File: config.mk
export PLATFORM = sky130hd
export DESIGN_NAME = txc_ctrl
export DESIGN_NICKNAME = d
export VERILOG_FILES = /design/src/rtl/txc_pkg.sv /design/src/rtl/txc_hold_timer.sv /design/src/rtl/txc_bit_tracker.sv /design/src/rtl/txc_ctrl.sv
export SDC_FILE = /design/constraint.sdc
export NUM_CORES = 1
export LEC_CHECK = 0
export BUFFER_PORTS_ARGS = -buffer_cell sky130_fd_sc_hd__buf_2
export CORE_AREA = 3 3 48 50
export CTS_CLUSTER_DIAMETER = 200
export DETAILED_ROUTE_END_ITERATION = 6
export DIE_AREA = 0 0 51 53
export PLACE_DENSITY = 0.74
export SLEW_MARGIN = 20
export SYNTH_ARGS = -nofsm -noshare
export SYNTH_HDL_FRONTEND = slang
export SYNTH_SLANG_ARGS = --single-unit
File: constraint.sdc
create_clock -name clk -period 2.54 [get_ports clk]
set_input_delay 0.381 -clock clk [delete_from_list [all_inputs] [get_ports clk]]
set_output_delay 0.381 -clock clk [all_outputs]
set_load 0.03 [all_outputs]
File: src/rtl/txc_pkg.sv
package txc_pkg;
  typedef enum logic [1:0] {
    ST_IDLE   = 2'd0,
    ST_ACTIVE = 2'd1,
    ST_HOLD   = 2'd2
  } pa_state_t;
endpackage

File: src/rtl/txc_hold_timer.sv
module txc_hold_timer
  import txc_pkg::*;
#(
  parameter int unsigned CNT_W       = 16,
  parameter int unsigned HOLD_CYCLES = 1200
) (
  input  logic clk,
  input  logic rst,
  input  logic tx_mode,
  output logic pa_en_n
);
  localparam bit              ZERO_HOLD = (HOLD_CYCLES == 0);
  localparam logic [CNT_W-1:0] LOAD_VAL = ZERO_HOLD ? '0 : CNT_W'(HOLD_CYCLES - 1);

  pa_state_t        st_q;
  logic [CNT_W-1:0] cnt_q;
  logic             pa_q;

  always_ff @(posedge clk) begin
    if (rst) begin
      st_q  <= ST_IDLE;
      cnt_q <= '0;
      pa_q  <= 1'b1;
    end else begin
      case (st_q)
        ST_IDLE: begin
          if (tx_mode) begin
            st_q <= ST_ACTIVE;
            pa_q <= 1'b0;
          end
        end
        ST_ACTIVE: begin
          if (!tx_mode) begin
            if (ZERO_HOLD) begin
              st_q <= ST_IDLE;
              pa_q <= 1'b1;
            end else begin
              st_q  <= ST_HOLD;
              cnt_q <= LOAD_VAL;
            end
          end
        end
        ST_HOLD: begin
          if (tx_mode) begin
            st_q <= ST_ACTIVE;
          end else if (cnt_q == '0) begin
            st_q <= ST_IDLE;
            pa_q <= 1'b1;
          end else begin
            cnt_q <= cnt_q - 1'b1;
          end
        end
        default: begin
          st_q <= ST_IDLE;
          pa_q <= 1'b1;
        end
      endcase
    end
  end

  assign pa_en_n = pa_q;
endmodule

File: src/rtl/txc_bit_tracker.sv
module txc_bit_tracker (
  input  logic clk,
  input  logic rst,
  input  logic tx_mode,
  input  logic bit_strobe,
  input  logic tx_bit,
  output logic tx_ind
);
  logic ind_q;

  always_ff @(posedge clk) begin
    if (rst) begin
      ind_q <= 1'b1;
    end else if (bit_strobe) begin
      ind_q <= tx_mode ? tx_bit : 1'b1;
    end
  end

  assign tx_ind = ind_q;
endmodule

File: src/rtl/txc_ctrl.sv
module txc_ctrl #(
  parameter int unsigned CNT_W       = 16,
  parameter int unsigned HOLD_CYCLES = 1200
) (
  input  logic clk,
  input  logic rst,
  input  logic tx_mode,
  input  logic bit_strobe,
  input  logic tx_bit,
  output logic pa_en_n,
  output logic tx_ind
);
  txc_hold_timer #(
    .CNT_W      (CNT_W),
    .HOLD_CYCLES(HOLD_CYCLES)
  ) u_timer (
    .clk    (clk),
    .rst    (rst),
    .tx_mode(tx_mode),
    .pa_en_n(pa_en_n)
  );

  txc_bit_tracker u_bits (
    .clk       (clk),
    .rst       (rst),
    .tx_mode   (tx_mode),
    .bit_strobe(bit_strobe),
    .tx_bit    (tx_bit),
    .tx_ind    (tx_ind)
  );
endmodule

==> impl_metrics.yaml <==
synthesis:
  syn_nets: 138
  synthFlopType: "dfxtp_1"
  synth-edff-count: 0
  synthCells: 132
  avgSynthCellArea_um2: 8.29
  syn-cell-area_mm2: 0.00109
  ys_warn_count: 0
  ys_seq_elements: 20
  ys_seq_area_share_pct: 36.6
  synth_cell_types: 37
  postSynth.asyncResetShare_pct: 0
placed_design:
  place_inst: 163
  post-dp-hpwl_mm: 1.77
  portBuffers: 6
  post_dp_cell_area_mm2: 0.00116
  gp_congestion: 0.795
grt:
  overflow: 0
  grt_pass1_vias: 967
  grt_pass1_wl_mm: 4.51
  grt_max_degree: 15
  antenna_found_initial: 0
  track_usage_pct: 21.8
timing:
  final.setup_skew_ns: 0.00855
  setup_viol: 0
  worst_slew_pin_slew_ns: 0.370
  relSlewSlack_pct: 75.1
  hold_violations: 0
  fin_setup_tns_ns: 0
  fmax_mhz: 426
  period_share_pct: 92.3
  period_needed_ns: 2.34
  grt_setup_unrepaired: "false"
  drv_slew: 0
floorplanning:
  core_mm2: 0.00194
  start_util_pct: 56.4
  die_y_um: 53
  fp.dieW_um: 51
  placement_rows: 16
  ios: 7
  die_area_mm2: 0.00270
finish:
  final_util_pct: 61.1
  fin_cells: 166
  n_fill_cell: 186
  multi_input_area_um2: 647
  syn_to_final_growth_pct: 8.34
  diodes: 0
  layout-drive-gt1-share_pct: 17.3
  fin_area_mm2: 0.00119
  seq_area_um2: 400
  fin_nets: 147
clock_tree:
  cts_sinks: 20
  path_clk_slew_ns: 0.12
  clock_latency_ns: 0.30
  htree_levels: 1
  cts_buffers: 3
  cts_buffer_depth: 2
  holdBufCountCts: 0
  cts_setup_buffers: 0
  cts_tree: "done"
  cts_resized: 0
  clockRootBuffer: "clkbuf_4"
pwr:
  ir_drop_uv: 339
  p_leak_uw: 0.000441
  power_per_cell_area_mw_per_mm2: 550
detailed_routing:
  wl_per_cell_um: 14.9
  drt_wl_total_mm: 2.47
  drc_errors: 0
  drt_first_iter_violations: 31
  ant_nets: 0
  viasPerCell: 6.33
  first_pass_iters: 4
  vias: 1050
worst_setup_path:
  path_class: "flop to flop"
  worstPathCellList: "inv_1 > ha_1 > or4b_2 > or4_4 > a311o_1 > o31ai_1"
  cp_data_required_time_ns: 2.76
  cp-start-kind: "flop"
  cp_max_fo: 5
  slowest_stage: "or4b_2"
  max_stage_delay_ns: 0.64
  cp-end-kind: "flop"
  critPathArrivalTime_ns: 2.56
job:
  drv_cap: 0
min_path:
  hp-class: "input port to flop"
run_status:
  status: "finished clean"
worst paths after layout:
path / from / to / slack (ns) / cells after the start
setup / recovery: u_timer.cnt_q[0] / u_timer.cnt_q[3] / 0.20 / 6
hold / removal: tx_bit / u_bits.tx_ind / 0.30 / 3
setup reg to reg: u_timer.cnt_q[0] / u_timer.cnt_q[3] / 0.20 / 6
hold reg to reg: u_timer.cnt_q[14] / u_timer.cnt_q[14] / 0.49 / 2
sequential cells by signal, summed over array words and instances, names as in the netlist:
signal,cells
u_timer.pa_en_n,1
u_bits.tx_ind,1
u_timer.st_q,2
u_timer.cnt_q,16
kinds of logic (layout without fill, tap and decap cells):
kind of cell | count (synthesis) | in the layout | synth area share (%)
buffers and inverters | 12 | 19 | 4.34
DFF | 20 | 20 | 36.6
adders and majority gates | 1 | 1 | 1.14
muxes | 4 | 4 | 3.66
AOI/OAI and AO/OA | 30 | 30 | 18.1
and+or+nand+nor | 65 | 65 | 36.2
area by class of cell:
cell class                      instances  share of cell area (%)
Multi-Input combinational cell        100                    54.5
Sequential cell                        20                    33.8
Timing Repair Buffer                   10                    5.06
Tap cell                               27                    2.85
Clock buffer                            3                    1.90
Inverter                                6                    1.90
power by group:
part / total [uW] / switching [uW] / internal (uW) / leakage, uW
Combinational: 156 / 86.2 / 70.1 / 0.000264
Clock: 151 / 95.4 / 55.2 / 0.0000138
Sequential: 345 / 18.0 / 327 / 0.000163
Total: 652 / 200 / 453 / 0.000441
worst max-delay path: cells and delay by family (launching register included):
family	cells	cell delay (ns)
AOI/OAI and AO/OA	2	0.39
adders and majority gates	1	0.21
buffers and inverters	1	0.09
DFF	1	0.34
and+or+nand+nor	2	1.24
cells in the final DEF, fill, tap and decap left out, types with 3 or more instances in the layout:
cell type,synthesis,layout
dfxtp_1,20,20
or3_1,14,14
nand2_1,11,11
nor2_1,10,10
a21oi_1,10,10
inv_1,6,6
buf_2,2,6
nor4_1,5,5
a211oi_1,4,4
or4_1,4,4
o31ai_1,4,4
mux2i_1,4,4
buf_4,0,4
or4b_2,3,3
nor3_1,3,3
o21ai_0,3,3
clkbuf_4,0,3
layer usage:
layer	global-route usage (%)	part of all wire [%]	vias to the layer above
met1	30.5	49	486
met4	5.38	1.3	0
li1	-	-	527
met3	3.38	5.1	6
met2	34.8	45	31
met5	0	0	-
cells in the mapped netlist, drive strengths merged (2+ instances only):
cell type / instances / share of area (%)
dfxtp: 20 / 37
or3: 15 / 8.7
nand2: 11 / 3.8
a21oi: 10 / 4.6
nor2: 10 / 3.4
or4: 7 / 5.4
inv: 6 / 2.1
nor4: 5 / 2.9
a211oi: 4 / 2.7
mux2i: 4 / 3.7
o31ai: 4 / 2.7
or4b: 4 / 4.0
buf: 3 / 1.3
clkbuf: 3 / 1.0
nor3: 3 / 1.4
nor3b: 3 / 2.5
o21ai: 3 / 1.4
a311oi: 2 / 1.6
a31oi: 2 / 1.1
nand3: 2 / 0.91
metrics by stage:
step,power (uW),setup WS (ns),hold slack (ns)
3_5_place_dp,506,0.228,0.471
5_1_grt,690,0.0665,0.331
2_1_floorplan,461,0.354,0.436
4_1_cts,654,0.199,0.300
3_3_place_gp,500,0.303,0.454
6_report,652,0.195,0.302
Power figures use the tool's default switching activity.
